### src/rtl/adc_scan_pkg.sv
package adc_scan_pkg;

  typedef enum logic [1:0] {
    SCAN_OFF  = 2'd0,
    SCAN_CH0  = 2'd1,
    SCAN_CH1  = 2'd2,
    SCAN_DUAL = 2'd3
  } scan_mode_e;

  typedef enum logic [2:0] {
    K_CH0,
    K_CH1,
    K_DUAL,
    K_PRIME,
    K_RESTORE,
    K_OS1
  } seq_kind_e;

  typedef struct packed {
    logic cmd_ch;   // channel commanded for the next conversion
    logic emit;     // frame returns a result to the user
    logic emit_ch;  // channel of the data received in this frame
    logic last;     // final frame of the sequence
  } frame_plan_t;

  function automatic frame_plan_t plan_frame(seq_kind_e k, logic idx);
    frame_plan_t p;
    p = '{cmd_ch: 1'b0, emit: 1'b0, emit_ch: 1'b0, last: 1'b1};
    case (k)
      K_CH0:     p = '{cmd_ch: 1'b0, emit: 1'b1, emit_ch: 1'b0, last: 1'b1};
      K_CH1:     p = '{cmd_ch: 1'b1, emit: 1'b1, emit_ch: 1'b1, last: 1'b1};
      K_DUAL:    p = idx ? '{cmd_ch: 1'b0, emit: 1'b1, emit_ch: 1'b1, last: 1'b1}
                         : '{cmd_ch: 1'b1, emit: 1'b1, emit_ch: 1'b0, last: 1'b0};
      K_PRIME:   p = '{cmd_ch: 1'b1, emit: 1'b0, emit_ch: 1'b0, last: 1'b1};
      K_RESTORE: p = '{cmd_ch: 1'b0, emit: 1'b0, emit_ch: 1'b0, last: 1'b1};
      K_OS1:     p = idx ? '{cmd_ch: 1'b0, emit: 1'b1, emit_ch: 1'b1, last: 1'b1}
                         : '{cmd_ch: 1'b1, emit: 1'b0, emit_ch: 1'b0, last: 1'b0};
      default:   p = '{cmd_ch: 1'b0, emit: 1'b0, emit_ch: 1'b0, last: 1'b1};
    endcase
    return p;
  endfunction

endpackage

### src/rtl/adc_ctl_byte.sv
module adc_ctl_byte (
  input  logic       ext_ref,
  input  logic       dual_en,
  input  logic [1:0] pwr_mode,
  input  logic       ch,
  output logic [7:0] ctl
);
  always_comb begin
    ctl      = 8'h00;
    ctl[5]   = ext_ref;
    ctl[4]   = dual_en;
    ctl[3]   = ch;
    ctl[1:0] = pwr_mode;
  end
endmodule

### src/rtl/adc_spi_frame.sv
module adc_spi_frame #(
  parameter int DIV        = 4,
  parameter int FRAME_BITS = 16,
  parameter int DATA_W     = 12,
  parameter int GAP_SCLK   = 2
) (
  input  logic                  clk,
  input  logic                  rst,
  input  logic                  start,
  input  logic [FRAME_BITS-1:0] tx_word,
  output logic                  ready,
  output logic                  done,
  output logic [DATA_W-1:0]     rx_word,
  output logic                  sclk,
  output logic                  cs_n,
  output logic                  mosi,
  input  logic                  miso
);
  localparam int HC_W    = (DIV > 1) ? $clog2(DIV) : 1;
  localparam int EDGES   = 2 * FRAME_BITS;
  localparam int E_W     = $clog2(EDGES + 1);
  localparam int GAP_CYC = 2 * DIV * GAP_SCLK;
  localparam int G_W     = $clog2(GAP_CYC + 1);

  typedef enum logic [1:0] {F_IDLE, F_XFER, F_GAP} fst_e;

  fst_e                  st;
  logic [HC_W-1:0]       hc;
  logic [E_W-1:0]        e;
  logic [G_W-1:0]        gap;
  logic [FRAME_BITS-1:0] sh_tx;
  logic [DATA_W-1:0]     sh_rx;

  assign ready = (st == F_IDLE);

  always_ff @(posedge clk) begin
    if (rst) begin
      st      <= F_IDLE;
      hc      <= '0;
      e       <= '0;
      gap     <= '0;
      sh_tx   <= '0;
      sh_rx   <= '0;
      rx_word <= '0;
      done    <= 1'b0;
      sclk    <= 1'b1;
      cs_n    <= 1'b1;
      mosi    <= 1'b0;
    end else begin
      done <= 1'b0;
      case (st)
        F_IDLE: begin
          if (start) begin
            st    <= F_XFER;
            cs_n  <= 1'b0;
            hc    <= '0;
            e     <= '0;
            sh_tx <= tx_word;
          end
        end
        F_XFER: begin
          if (hc == HC_W'(DIV - 1)) begin
            hc <= '0;
            if (e == E_W'(EDGES)) begin
              cs_n    <= 1'b1;
              mosi    <= 1'b0;
              done    <= 1'b1;
              rx_word <= sh_rx;
              gap     <= '0;
              st      <= F_GAP;
            end else begin
              e <= e + 1'b1;
              if (!e[0]) begin
                sclk  <= 1'b0;
                mosi  <= sh_tx[FRAME_BITS-1];
                sh_tx <= {sh_tx[FRAME_BITS-2:0], 1'b0};
              end else begin
                sclk  <= 1'b1;
                sh_rx <= {sh_rx[DATA_W-2:0], miso};
              end
            end
          end else begin
            hc <= hc + 1'b1;
          end
        end
        F_GAP: begin
          if (gap == G_W'(GAP_CYC - 1)) st <= F_IDLE;
          else                          gap <= gap + 1'b1;
        end
        default: st <= F_IDLE;
      endcase
    end
  end


  idle_clk_high_chk: assert property (@(posedge clk) disable iff (rst)
    cs_n |-> sclk);


  gap_hold_chk: assert property (@(posedge clk) disable iff (rst)
    $rose(cs_n) |=> cs_n);

endmodule

### src/rtl/adc_scan_seq.sv
module adc_scan_seq
  import adc_scan_pkg::*;
#(
  parameter int DIV        = 4,
  parameter int DATA_W     = 12,
  parameter int OVR_W      = 4,
  parameter int FRAME_BITS = 16
) (
  input  logic              clk,
  input  logic              rst,
  input  logic              ext_ref,
  input  logic              dual_en,
  input  logic [1:0]        pwr_mode,
  input  logic [1:0]        scan_mode,
  input  logic              trig,
  input  logic              os_req,
  input  logic              os_ch,
  output logic              sclk,
  output logic              cs_n,
  output logic              mosi,
  input  logic              miso,
  output logic [DATA_W-1:0] res_data,
  output logic              res_valid,
  output logic              res_ch,
  output logic              os_busy,
  output logic [OVR_W-1:0]  ovr_cnt
);
  localparam int CTL_W = 8;
  localparam logic [OVR_W-1:0] OVR_MAX = {OVR_W{1'b1}};

  typedef enum logic [1:0] {S_IDLE, S_LAUNCH, S_WAIT} sst_e;

  sst_e        st;
  scan_mode_e  active;
  scan_mode_e  req;
  seq_kind_e   kind;
  logic        fidx;
  frame_plan_t plan;
  logic [CTL_W-1:0]      ctl;
  logic [FRAME_BITS-1:0] tx_word;
  logic                  eng_start, eng_ready, eng_done;
  logic [DATA_W-1:0]     eng_rx;
  logic                  trig_ok, os_ok;

  assign req       = scan_mode_e'(scan_mode);
  assign plan      = plan_frame(kind, fidx);
  assign tx_word   = {ctl, {(FRAME_BITS-CTL_W){1'b0}}};
  assign eng_start = (st == S_LAUNCH) && eng_ready;
  assign trig_ok   = (st == S_IDLE) && (req == active) && (active != SCAN_OFF);
  assign os_ok     = (st == S_IDLE) && (req == SCAN_OFF) && (active == SCAN_OFF);

  adc_ctl_byte u_ctl (
    .ext_ref  (ext_ref),
    .dual_en  (dual_en),
    .pwr_mode (pwr_mode),
    .ch       (plan.cmd_ch),
    .ctl      (ctl)
  );

  adc_spi_frame #(
    .DIV        (DIV),
    .FRAME_BITS (FRAME_BITS),
    .DATA_W     (DATA_W),
    .GAP_SCLK   (2)
  ) u_frame (
    .clk     (clk),
    .rst     (rst),
    .start   (eng_start),
    .tx_word (tx_word),
    .ready   (eng_ready),
    .done    (eng_done),
    .rx_word (eng_rx),
    .sclk    (sclk),
    .cs_n    (cs_n),
    .mosi    (mosi),
    .miso    (miso)
  );

  always_ff @(posedge clk) begin
    if (rst) begin
      st        <= S_IDLE;
      active    <= SCAN_OFF;
      kind      <= K_CH0;
      fidx      <= 1'b0;
      res_data  <= '0;
      res_valid <= 1'b0;
      res_ch    <= 1'b0;
      os_busy   <= 1'b0;
      ovr_cnt   <= '0;
    end else begin
      res_valid <= 1'b0;
      os_busy   <= os_req && !os_ok;
      if (trig && !trig_ok && (req != SCAN_OFF) && (ovr_cnt != OVR_MAX))
        ovr_cnt <= ovr_cnt + 1'b1;
      case (st)
        S_IDLE: begin
          fidx <= 1'b0;
          if (req != active) begin
            if (active != SCAN_OFF) begin
              kind <= K_RESTORE;
              st   <= S_LAUNCH;
            end else if (req == SCAN_CH1) begin
              kind <= K_PRIME;
              st   <= S_LAUNCH;
            end else begin
              active <= req;
            end
          end else if (trig_ok && trig) begin
            case (active)
              SCAN_CH1:  kind <= K_CH1;
              SCAN_DUAL: kind <= K_DUAL;
              default:   kind <= K_CH0;
            endcase
            st <= S_LAUNCH;
          end else if (os_ok && os_req) begin
            kind <= os_ch ? K_OS1 : K_CH0;
            st   <= S_LAUNCH;
          end
        end
        S_LAUNCH: begin
          if (eng_ready) st <= S_WAIT;
        end
        S_WAIT: begin
          if (eng_done) begin
            if (plan.emit) begin
              res_valid <= 1'b1;
              res_ch    <= plan.emit_ch;
              res_data  <= eng_rx;
            end
            if (plan.last) begin
              st <= S_IDLE;
              if (kind == K_PRIME)   active <= SCAN_CH1;
              if (kind == K_RESTORE) active <= SCAN_OFF;
            end else begin
              fidx <= 1'b1;
              st   <= S_LAUNCH;
            end
          end
        end
        default: st <= S_IDLE;
      endcase
    end
  end


  strobe_single_chk: assert property (@(posedge clk) disable iff (rst)
    res_valid |=> !res_valid);


  busy_on_scan_chk: assert property (@(posedge clk) disable iff (rst)
    (os_req && (scan_mode != 2'd0)) |=> os_busy);


  ovr_monotonic_chk: assert property (@(posedge clk) disable iff (rst)
    1'b1 |=> (ovr_cnt >= $past(ovr_cnt)));


  frame_idle_mosi_chk: assert property (@(posedge clk) disable iff (rst)
    $rose(cs_n) |-> !mosi);

endmodule

### config.mk
export PLATFORM = sky130hd
export DESIGN_NAME = adc_scan_seq
export DESIGN_NICKNAME = d
export VERILOG_FILES = /design/src/rtl/adc_scan_pkg.sv /design/src/rtl/adc_ctl_byte.sv /design/src/rtl/adc_spi_frame.sv /design/src/rtl/adc_scan_seq.sv
export SDC_FILE = /design/constraint.sdc
export NUM_CORES = 1
export LEC_CHECK = 0
export ABC_AREA = 1
export BUFFER_PORTS_ARGS = -buffer_cell sky130_fd_sc_hd__buf_4
export CORE_MARGIN = 2
export CORE_UTILIZATION = 45
export DETAILED_ROUTE_END_ITERATION = 7
export HOLD_SLACK_MARGIN = 0.1
export PLACE_DENSITY = 0.78
export SLEW_MARGIN = 20
export SYNTH_ARGS = -nofsm -noshare
export SYNTH_HDL_FRONTEND = slang
export SYNTH_SLANG_ARGS = --single-unit
### constraint.sdc
create_clock -name clk -period 1.5 [get_ports clk]
set_input_delay 0.15 -clock clk [delete_from_list [all_inputs] [get_ports clk]]
set_output_delay 0.15 -clock clk [all_outputs]
set_load 0.01 [all_outputs]
Yosys cells after proc, flatten, opt, wreduce, memory -nomap -nowiden:

Cells that the tools add are included.

* add/subtract/negate cells: 4
* equal/unequal tests: 37
* muxes and demuxes: 60
* bitwise logic cells: 5
* reductions and logical operators: 41

Operators with widths (count)
* two-way mux 16 bit: 4
* two-way mux 2 bit: 20
* case mux 16 bit (2 select lines): 1
* AND reduction 4 bit: 6
* inequality test 2 bit, second input constant: 10
* case mux 4 bit (5 select lines): 1
* two-way mux 3 bit: 6
* two-way mux 6 bit: 3
* AND reduction 3 bit: 6
* two-way mux 5 bit: 3
* equality test 2 bit, second input constant: 6
* case mux 2 bit (2 select lines): 3
* case mux 2 bit (3 select lines): 2
* case mux 6 bit (2 select lines): 1
* logical AND 1 bit: 11
* two-way mux 1 bit: 11
* inequality test 2 x 1 -> 1 bit, second input constant: 5
* case mux 5 bit (2 select lines): 1
* nonzero test 2 bit: 5
* zero test 2 bit: 4
* two-way mux 4 bit: 2
* AND reduction 7 bit: 1
* adder 6 x 1 -> 6 bit, second input constant: 1
* equality test 3 x 2 -> 1 bit, second input constant: 2
* other kinds (23): 32

* register bits after elaboration: 86
* bits of input ports: 12
* output and inout bits: 22
* logic and storage cells: 167

Longest topological paths before layout:

Gate-level depths: netlist of the first run.

* depth in word-level cells: 8
* mapped depth: 11
* gate-level depth less buffers: 10

Hierarchy:

From an unflattened synthesis of the first run, not the netlist that was laid out.

* cells, all modules: 567
* area, all modules: 4003.8 µm²

Modules (own cells, without submodules)
* adc_spi_frame: instances 1, cells an instance 363, area an instance 2593.7 µm²
* adc_scan_seq: instances 1, cells an instance 195, area an instance 1346.3 µm²
* adc_ctl_byte: instances 1, cells an instance 9, area an instance 63.8 µm²

Worst setup path after synthesis of the first run:

No wires, ideal clock.

* kind: reg-to-reg
* start point: register u_frame.e[0]
* end point: register u_frame.sh_rx[10]
* data arrival time: 1.492 ns
* required time: 1.366 ns
* path slack: -0.126 ns
* cell stages (with the launch flop): 11
* path through: dfxtp_1 > buf_2 > inv_1 > ha_1 > nand4_2 > nand2_2 > nor2_4 > nand2_1 > buf_4 > nand2_1 > a21oi_1

* longest elaborated chain between the ends: 3

RTL lines
* start: declaration: line adc_spi_frame.sv:29 `logic [E_W-1:0] e;`
* start signal: assignment: line adc_spi_frame.sv:72 `e <= e + 1'b1;`
* equality test 6 bit: line adc_spi_frame.sv:64 `if (e == E_W'(EDGES)) begin`
* inverter 1 bit (no line)
* AND reduction 4 bit (no line) *
* end signal: assignment: line adc_spi_frame.sv:79 `sh_rx <= {sh_rx[DATA_W-2:0], miso};`
* end: declaration: line adc_spi_frame.sv:32 `logic [DATA_W-1:0] sh_rx;`

Every way passes the cells marked *; elsewhere a longest branch is shown, timed or not.
A chain may end at the register's enable or synchronous reset.

Worst setup path in the final report of the first run:

* start point: register u_frame.e[0]
* end point: register u_frame.sh_tx[12]

* longest elaborated chain between the ends: 3
* elaborated cells on any way between the ends: 4

RTL lines
* equality test 6 bit: line adc_spi_frame.sv:64
* inequality test 2 bit (no line)
* AND reduction 5 bit (no line) *
* end signal: assignment: line adc_spi_frame.sv:58 `sh_tx <= tx_word;`
* end signal: assignment: line adc_spi_frame.sv:76 `sh_tx <= {sh_tx[FRAME_BITS-2:0], 1'b0};`
* end: declaration: line adc_spi_frame.sv:31 `logic [FRAME_BITS-1:0] sh_tx;`

Marked as above.

==> key figures, run 1 <==
Floorplan
  – Cell row count: 32
  – Die span in x: between 90 and 100 um
  – Core footprint: 0.007687 mm2
  – Io pins: 34
  – Initial Util: 0.4611
  – Die H: just over 90 um
  – Die footprint: about 0.0086 mm2

Worst setup path
  – Worst setup SP type: register
  – CP Capture Type: register
  – WS Path Type: register to register
  – CP required: 1.79 ns
  – Critical-path top delay cell: dfxtp_2
  – WP data arrival: around 1.8 ns
  – Max FO, Critical Path: 8
  – CP cell instances: inv_2 > ha_4 > nand4_4 > nand2_4 > nor2_4 > a21oi_4 > buf_6 > nand2_1 > a21oi_1
  – Crit path largest cell delay: 0.33 ns

Placed design
  – DP Wirelength: ~5200 um
  – GP Congestion: 0.8206
  – Port Buf Inserts: 33
  – Inst Count DP: 617

Timing
  – Final setup skew: 0.005849 ns
  – Slew margin rel.: 0.7514
  – Setup Viol. Count Final: 0
  – Min Hold Slack: roughly 0.15 ns
  – Final min period: roughly 1.5 ns
  – Hold Violations, Final: 0
  – Highest Clock Rate: between 600 and 700 MHz
  – RSZ-0062 raised after global routing: yes
  – Worst-margin pin slew: 0.3729 ns
  – Slew Limit Fails: 0
  – Final period utilization: 0.9917

Global route
  – GRT Total Usage: 0.1836
  – First-pass GRT wire length: ~13,000 um
  – Vias in the first global route: between 3,000 and 4,000
  – Pin count of the biggest net entering global routing: 34
  – Initial antenna violation count: 0
  – GR Overflow Total: 0

Clocking
  – Root Buffer Master: clkbuf_8
  – CTS tree: yes
  – Num CTS Buffers: 9
  – Clk sinks: just under 80
  – Clk buf depth: 2
  – CTS clk-pin slew, worst paths: 0.08 ns
  – Worst-skew pair later-pin latency: 0.35 ns
  – H-Tree Depth: 3

Power and ir drop
  – Total power: between 6000 and 7000 uW
  – Pwr dens: 1461 mW/mm2
  – Pleak: about 0.0018 uW
  – Max VDD drop: 0.0005155 V

Finish
  – Share of cells above drive strength 1: 0.2458
  – Layout area overhead: 24.96%
  – Final Core Density: 0.5762
  – ANT cells: 0
  – Total Nets Final: approximately 550
  – Finished Layout Cells: ~640

Route
  – Via-to-Cell Ratio: a little over 5
  – Initial DRC Count: 171
  – Drt pass-1 iters: 5
  – Antenna-violating nets left: 0
  – WL per Instance: ~12 um
  – Via count: 3,244
  – Routed wire length: roughly 7600 um
  – # DRC: 0

Synth
  – Mapped Nets: about 500
  – Leading area contributor after synthesis: dfxtp_1
  – Synthesized cell area: approximately 0.0035 mm2
  – Synth Flop Type: dfxtp_1
  – Syn Inst Count: between 400 and 500
  – Ys Warns: 0
  – Synth async-reset ratio: 0
  – Sequential share of the synthesized area: 0.4405
  – Syn_area_per_cell: 7.369 um2
  – Yosys reg bits: ~80
  – Number of library cell types mapped by synthesis: 36
  – Post-synth EDFFs: 0
  – Share of the synthesized area in the top cell type: 0.4405
  – Leading post-synthesis cells by cell area: dfxtp_1, nand2_1, a21oi_1

Min path
  – Min-Delay Path Class: input port to register

Run
  – Max Cap Viol: 0

Outcome
  – Outcome: finished clean
[timing repair]
item | in CTS | in global routing
gates resized for setup | 1 | 41
setup endpoints to repair | 5 | 49
cloned | 0 | 0
hold buffers | 4 | 0
pin swaps | 2 | 12
buffers inserted | 2 | 4
endpoints found under the hold margin | 4 | 0
[cell type report]
| cell class | count | area [um2] |
|---|---|---|
| well taps | 102 | 127.6 |
| inverters | 61 | 229.0 |
| repair buffers | 63 | 519.2 |
| flip-flops and latches | 78 | 1580 |
| fillers | 706 | 3258 |
| clock buffers | 10 | 137.6 |
| clock inverters | 6 | 93.84 |
| multi-input cells | 323 | 1742 |
[per-layer routing]
metal,routed length (um),track usage,vias up
met5,0,0,-
met4,125,0.09681,0
met3,327,0.02766,12
met2,3792,0.3157,77
met1,3353,0.2211,1489
li1,-,-,1666
[kinds of logic after synthesis]
logic type                 Yosys count  synth area share
AOI/OAI and AO/OA                  116            0.1836
xor gates and xnor gates             5           0.01235
adders and majority gates            6           0.02118
buffers and inverters               80           0.09248
DFF                                 78            0.4405
and+or+nand+nor                    196            0.2499
[state kept, by name, summed over array words and instances, names as in the netlist, 3 cells and up]
register / cells
res_data: 12
u_frame.rx_word: 12
u_frame.sh_rx: 12
u_frame.sh_tx: 8
u_frame.e: 6
u_frame.gap: 5
ovr_cnt: 4
kind: 3
[report_power, final]
part	internal, uW	switching [uW]	total (uW)
clock network	993	792	1780
logic	831	1330	2160
registers	2320	209	2530
total	4140	2330	6470
[path summary, 6_finish.rpt]
check	start	end	slack [ns]	cells past startpoint
setup / recovery	u_frame.e[0]	u_frame.sh_tx[12]	0.01	9
hold / removal	dual_en	u_frame.sh_tx[12]	0.15	5
setup reg to reg	u_frame.e[0]	u_frame.sh_tx[12]	0.01	9
hold reg to reg	u_frame.cs_n	u_frame.cs_n	0.45	2
[placed cells by master (no fill, tap or decap), drive strengths merged, types with 2 or more instances in the layout]
cell type	synthesis	final
dfxtp	78	78
nand3	27	27
nor2	49	49
o21ai	46	46
ha	6	6
dlygate4sd3	0	4
xor2	4	4
bufinv	0	2
nand2	104	104
inv	61	62
nand4	6	6
clkbuf	8	10
o31ai	2	2
nor3	9	9
a21oi	63	63
clkinv	0	2
buf	11	59
[critical path, delay by kind of cell (launching register included)]
family / cells / cell delay (ns)
adders and majority gates: 1 / 0.15
DFF: 1 / 0.33
AOI/OAI and AO/OA: 2 / 0.39
and+or+nand+nor: 4 / 0.31
buffers and inverters: 2 / 0.24
[synthesized netlist by cell type (6+ instances only)]
cell	number
nor2_1	41
nor3_1	9
ha_1	6
a21oi_1	60
nand2_2	8
dfxtp_1	78
inv_1	59
nand2_1	96
buf_2	7
clkbuf_1	8
nand3_1	26
o21ai_0	40
[metrics by stage]
stage	setup TNS (ns)	worst slack (ns)	area [um2]
after floorplan	0	0.02437	3578
after global placement	0	0.03849	4020
after detailed placement	-0.07173	-0.01605	4020
after CTS	-0.005617	-0.005617	4307
after global routing	-1.207	-0.1048	4429
final	0	0.01248	4429
No activity file was read; power rests on OpenSTA's default activity.
==> inputs of run 2 (changes only) <==
Clock period 1.5 ns to 1.3 ns, I/O delays scaled along.
==> run 2 against run 1 <==
  * The flow now finishes with violations (negative setup slack)
  * Combinational power grew 81%
  * Cell area rose by 22%
  * Global-route usage up 4.2 points
  * Sequential power up 19%
  * Hold slack lost 0.026 ns
  * Clock power increased by 7%
  * Power is 36% higher
==> key figures, run 2 (synthesis results as in run 1) <==
Finish
  – Filler instances: 546 (-23%)
  – Layout area overhead: 52.49%
  – ANT cells: 0 (unchanged)
  – Commonest non-fill, non-tap cell in the layout: buf_4
  – Top Registers: res_data (12), u_frame.rx_word (12), u_frame.sh_rx (12)
  – Most frequent cells in the layout: buf_4, nand2_1, dfxtp_1
  – Finished Layout Cells: 697 (+8.4%)
  – Share of cells above drive strength 1: 0.4706 (+0.2247)
  – Total Nets Final: 608 (+9.7%)

Timing
  – RSZ-0062 raised after global routing: yes
  – Worst-margin pin slew: 0.5409 ns (+0.1680 ns)
  – Hold Violations, Final: 0 (unchanged)
  – Setup ws final: -0.2063 ns (-0.2188 ns)
  – Final min period: 1.506 ns (+0.01882 ns)
  – Setup Viol. Count Final: 70 (+70)
  – Slew margin rel.: 0.6394 (-0.1120)
  – Highest Clock Rate: 663.9 MHz (-1.2%)
  – Min Hold Slack: 0.1273 ns (-0.02620 ns)
  – Final setup skew: 0.009930 ns (+0.004081 ns)
  – TNS Setup: -6.503 ns (-6.503 ns)
  – Final period utilization: 1.159 (+0.1670)
  – Slew Limit Fails: 0 (unchanged)

Global route
  – Met2 Usage GRT: 0.3923 (+0.07664)
  – Initial antenna violation count: 0 (unchanged)
  – GR Overflow Total: 0 (unchanged)
  – GRT met3 Usage: 0.04557 (+0.01790)
  – Global route hottest layer: met2
  – Pin count of the biggest net entering global routing: 34 (unchanged)
  – Vias in the first global route: 3,420 (+14%)
  – GRT Total Usage: 0.2257 (+0.04212)
  – First-pass GRT wire length: 15,460 um (+20%)
  – GR met1 Demand/Resource: 0.2629 (+0.04177)

Clocking
  – H-Tree Depth: 3 (unchanged)
  – Root Buffer Master: clkbuf_8
  – CTS tree: yes
  – Num CTS Buffers: 9 (unchanged)
  – Clk buf depth: 2 (unchanged)
  – Clk sinks: 78 (unchanged)
  – CTS clk-pin slew, worst paths: 0.09 ns (about the same)
  – Worst-skew pair later-pin latency: 0.37 ns (+0.02 ns)

Worst setup path
  – WS Path Type: register to register
  – CP Capture Type: register
  – Worst setup SP type: register
  – Max FO, Critical Path: 5 (-3)
  – WP data arrival: 1.81 ns (+0.04 ns)
  – CP required: 1.60 ns (-0.19 ns)

Outcome
  – Outcome: finished with violations
  – Failing checks: negative setup slack

Route
  – WL per Instance: 15.11 um (+28%)
  – Routed wire length: 10,530 um (+39%)
  – Initial DRC Count: 246 (+44%)
  – Via-to-Cell Ratio: 5.313 (+5.3%)
  – # DRC: 0 (unchanged)
  – Drt pass-1 iters: 5 (unchanged)
  – Antenna-violating nets left: 0 (unchanged)
  – Via count: 3,703 (+14%)

Run
  – Max Cap Viol: 0 (unchanged)

Placed design
  – GP Congestion: 0.8836 (+7.7%)
  – Inst Count DP: 653 (+5.8%)
  – DP Wirelength: 5488 um (+4.8%)
  – Port Buf Inserts: 33 (unchanged)

Power and ir drop
  – Max VDD drop: 0.0007660 V (+49%)
  – Pwr dens: 1634 mW/mm2 (+12%)
  – Pleak: 0.002199 uW (+19%)

Floorplan
  – Die H: 92.75 um (unchanged)
  – Die span in x: 92.75 um (unchanged)
  – Io pins: 34 (unchanged)
  – Core footprint: 0.007687 mm2 (unchanged)
  – Cell row count: 32 (unchanged)
  – Die footprint: 0.008603 mm2 (unchanged)
  – Initial Util: 0.4611 (unchanged)

Min path
  – Min-Delay Path Class: input port to register
## run 2: changes by cell type in the layout (fill, tap and decap cells not counted), moves of 6 or more
| cell | before | now |
|---|---|---|
| a21oi_1 | 60 | 44 |
| buf_4 | 54 | 94 |
| nand2_2 | 10 | 16 |
| a21oi_2 | 2 | 18 |
| o21ai_4 | 1 | 11 |
| nand2_1 | 93 | 80 |
| o21ai_2 | 4 | 23 |
| o21ai_0 | 32 | 6 |
| nand2_4 | 1 | 8 |
| nor2_1 | 41 | 33 |
| inv_1 | 55 | 45 |
| nor2_4 | 4 | 13 |
| buf_6 | 3 | 13 |
| dfxtp_1 | 67 | 59 |
## run 2: final timing paths
check / from / endpoint / slack (ns) / cells after the start
hold / removal: ext_ref / u_frame.sh_tx[13] / 0.13 / 5
hold reg to reg: u_frame.rx_word[2] / res_data[2] / 0.46 / 2
setup reg to reg: u_frame.e[1] / u_frame.mosi / -0.21 / 8
setup / recovery: u_frame.e[1] / u_frame.mosi / -0.21 / 8
## run 2: layer usage
layer | share of wire | vias up | routed length (um)
li1 | - | 1787 | -
met5 | 0 | - | 0
met4 | 0.031 | 0 | 329
met3 | 0.043 | 31 | 455
met2 | 0.53 | 132 | 5560
met1 | 0.40 | 1753 | 4188
## run 2: critical path, cell delays in order, from the launching register on
cell	delay, ns
dfxtp_2	0.33
inv_2	0.06
ha_4	0.15
nand4_4	0.12
nor2_4	0.19
nand2_4	0.14
o21ai_1	0.15
o21ai_0	0.12
a21oi_1	0.17
## run 2: area by class of cell
class	count	area, um2	area share
multi-input cells	326	2261	0.4183
flip-flops and latches	78	1603	0.2965
repair buffers	114	967.2	0.1789
inverters	61	244.0	0.04514
well taps	102	127.6	0.02361
clock buffers	9	123.9	0.02292
clock inverters	7	78.83	0.01458
## run 2: power breakdown
group	switching [uW]	internal, uW
sequential	294	2710
clock	997	911
combinational	2130	1780
## run 2: repair_timing
action / CTS / global route
buffers inserted: 10 / 13
setup endpoints to repair: 72 / 74
hold buffers: 3 / 0
pin swaps: 34 / 31
gates cloned: 4 / 1
resized for setup: 112 / 88
hold endpoints to repair: 3 / 0
## run 2: stage by stage
step | worst slack (ns) | util | total power, uW | cell area (um2)
6_report | -0.2063 | 0.7031 | 8832 | 5405
5_1_grt | -0.2970 | 0.7031 | 9332 | 5405
3_3_place_gp | -0.1304 | 0.5630 | 5600 | 4328
3_5_place_dp | -0.1949 | 0.5630 | 5688 | 4328
4_1_cts | -0.1416 | 0.6545 | 8063 | 5031
2_1_floorplan | -0.1263 | - | 4672 | 3631
==> inputs of run 3 (changes only) <==
Settings changed: RECOVER_POWER from default to 25.
==> run 3 against run 2 <==
  * The flow still finishes with violations (negative setup slack)
  * Wire length increased by 0.26%
  * Flip-flop and latch count unchanged
  * Via count about the same
  * Register-to-register slack about the same
  * Die area unchanged
  * Highest routed layer unchanged
==> key figures, run 3 (synthesis results as in run 1) <==
Outcome
  – Outcome: finished with violations
  – Failing checks: negative setup slack

Timing
  – Highest Clock Rate: 663.0 MHz (-0.13%)
  – Setup ws final: -0.2082 ns (-0.001910 ns)
  – Worst-margin pin slew: 0.5417 ns (+0.0007472 ns)
  – Slew Limit Fails: 0 (unchanged)
  – Hold Violations, Final: 0 (unchanged)
  – Min Hold Slack: 0.1252 ns (-0.002091 ns)
  – Setup Viol. Count Final: 71 (+1.4%)
  – Final setup skew: 0.01347 ns (+0.003539 ns)
  – Slew margin rel.: 0.6389 (about the same)
  – Final min period: 1.508 ns (+0.001910 ns)
  – Final period utilization: 1.160 (+0.001469)
  – RSZ-0062 raised after global routing: yes

Route
  – Drt pass-1 iters: 5 (unchanged)
  – Via count: 3,701 (-0.054%)
  – Initial DRC Count: 194 (-21%)
  – # DRC: 0 (unchanged)
  – WL per Instance: 15.15 um (+0.26%)
  – Antenna-violating nets left: 0 (unchanged)
  – Via-to-Cell Ratio: 5.310 (about the same)
  – Routed wire length: 10,560 um (+0.26%)

Worst setup path
  – CP bufs+invs: 1 (unchanged)
  – Worst-case reg-to-reg path depth: 7 (-1)
  – CP required: 1.59 ns (about the same)
  – WS Path Type: register to register
  – Crit path largest cell delay: 0.37 ns (+0.04 ns)
  – WP depth: 7 (-1)
  – Worst setup SP type: register
  – Max FO, Critical Path: 17 (+12)
  – CP cell instances: buf_4 > ha_1 > nand3_1 > xor2_1 > nor2_1 > nand2_1 > a21oi_1
  – CP Capture Type: register
  – Critical-path top delay cell: dfxtp_2
  – Crit-path leading delay family: flip-flops
  – WP data arrival: 1.80 ns (about the same)

Global route
  – Initial antenna violation count: 0 (unchanged)
  – GR Overflow Total: 0 (unchanged)
  – GRT Total Usage: 0.2257 (unchanged)
  – First-pass GRT wire length: 15,460 um (unchanged)
  – Pin count of the biggest net entering global routing: 34 (unchanged)
  – Vias in the first global route: 3,420 (unchanged)

Clocking
  – Clk sinks: 78 (unchanged)
  – H-Tree Depth: 3 (unchanged)
  – Num CTS Buffers: 9 (unchanged)
  – CTS clk-pin slew, worst paths: 0.08 ns (about the same)
  – CTS tree: yes
  – Clk buf depth: 2 (unchanged)
  – Root Buffer Master: clkbuf_8
  – Worst-skew pair later-pin latency: 0.37 ns (about the same)

Finish
  – Top Registers: res_data (12), u_frame.rx_word (12), u_frame.sh_rx (12)
  – Total Nets Final: 608 (unchanged)
  – Most frequent cells in the layout: buf_4, nand2_1, dfxtp_1
  – Finished Layout Cells: 697 (unchanged)
  – Commonest non-fill, non-tap cell in the layout: buf_4
  – ANT cells: 0 (unchanged)
  – Layout area overhead: 51.85%
  – Share of cells above drive strength 1: 0.4605 (-0.01008)
  – Filler instances: 546 (unchanged)

Floorplan
  – Die H: 92.75 um (unchanged)
  – Die span in x: 92.75 um (unchanged)
  – Cell row count: 32 (unchanged)
  – Die footprint: 0.008603 mm2 (unchanged)
  – Initial Util: 0.4611 (unchanged)
  – Io pins: 34 (unchanged)
  – Core footprint: 0.007687 mm2 (unchanged)

Min path
  – Min-Delay Path Class: input port to register
  – Hold path cells: 5 (unchanged)

Run
  – Max Cap Viol: 0 (unchanged)

Placed design
  – DP Wirelength: 5488 um (unchanged)
  – Port Buf Inserts: 33 (unchanged)
  – Inst Count DP: 653 (unchanged)
  – GP Congestion: 0.8836 (unchanged)
  – Pre-CTS setup slack: -0.1949 ns (unchanged)

Power and ir drop
  – Total power: 8824 uW (about the same)
  – Max VDD drop: 0.0007674 V (+0.18%)
  – Pwr dens: 1639 mW/mm2 (+0.34%)
  – Pleak: 0.002176 uW (-1.0%)
[run 3: cell type report]
class | count | area (um2) | area share
multi-input cells | 326 | 2261 | 0.4200
well taps | 102 | 127.6 | 0.02371
clock buffers | 9 | 123.9 | 0.02301
repair buffers | 114 | 944.7 | 0.1755
clock inverters | 7 | 78.83 | 0.01464
flip-flops and latches | 78 | 1603 | 0.2978
inverters | 61 | 244.0 | 0.04533
[run 3: layer usage]
metal	part of all wire	global-route usage	up-vias
li1	-	-	1785
met5	0	0	-
met1	0.40	0.2629	1732
met4	0.032	0.1152	0
met2	0.52	0.3923	148
met3	0.051	0.04557	36
[run 3: per-stage QoR]
step | setup TNS (ns) | util | cell area (um2)
4_1_cts | -2.918 | 0.6545 | 5031
3_3_place_gp | -3.523 | 0.5630 | 4328
2_1_floorplan | -2.989 | - | 3631
6_report | -6.374 | 0.7002 | 5383
5_1_grt | -11.12 | 0.7002 | 5383
3_5_place_dp | -6.155 | 0.5630 | 4328
[run 3: worst min-delay path, cell delays in order]
cell and delay [ns]:
buf_4 0.10, nand2_1 0.05, nand2_1 0.05, nand2_1 0.06, a21oi_1 0.05
[run 3: final timing paths]
kind,endpoint,slack (ns),start
min,u_frame.sh_tx[13],0.13,ext_ref
max,u_frame.e[4],-0.21,u_frame.e[0]
max reg2reg,u_frame.e[4],-0.21,u_frame.e[0]
min reg2reg,res_data[2],0.46,u_frame.rx_word[2]
[run 3: where the power goes]
group / switching, uW / internal (uW) / leakage, uW
sequential: 294 / 2710 / 0.000642
clock: 1000 / 910 / 0.000105
combinational: 2140 / 1770 / 0.00143
[run 3: repair_timing]
item / 4_1_cts / 5_1_grt
pin swaps: 34 / 31
hold buffers: 3 / 0
hold endpoints to repair: 3 / 0
setup buffers: 10 / 13
gates resized for setup: 112 / 88
setup endpoints to repair: 72 / 74
cloned: 4 / 1
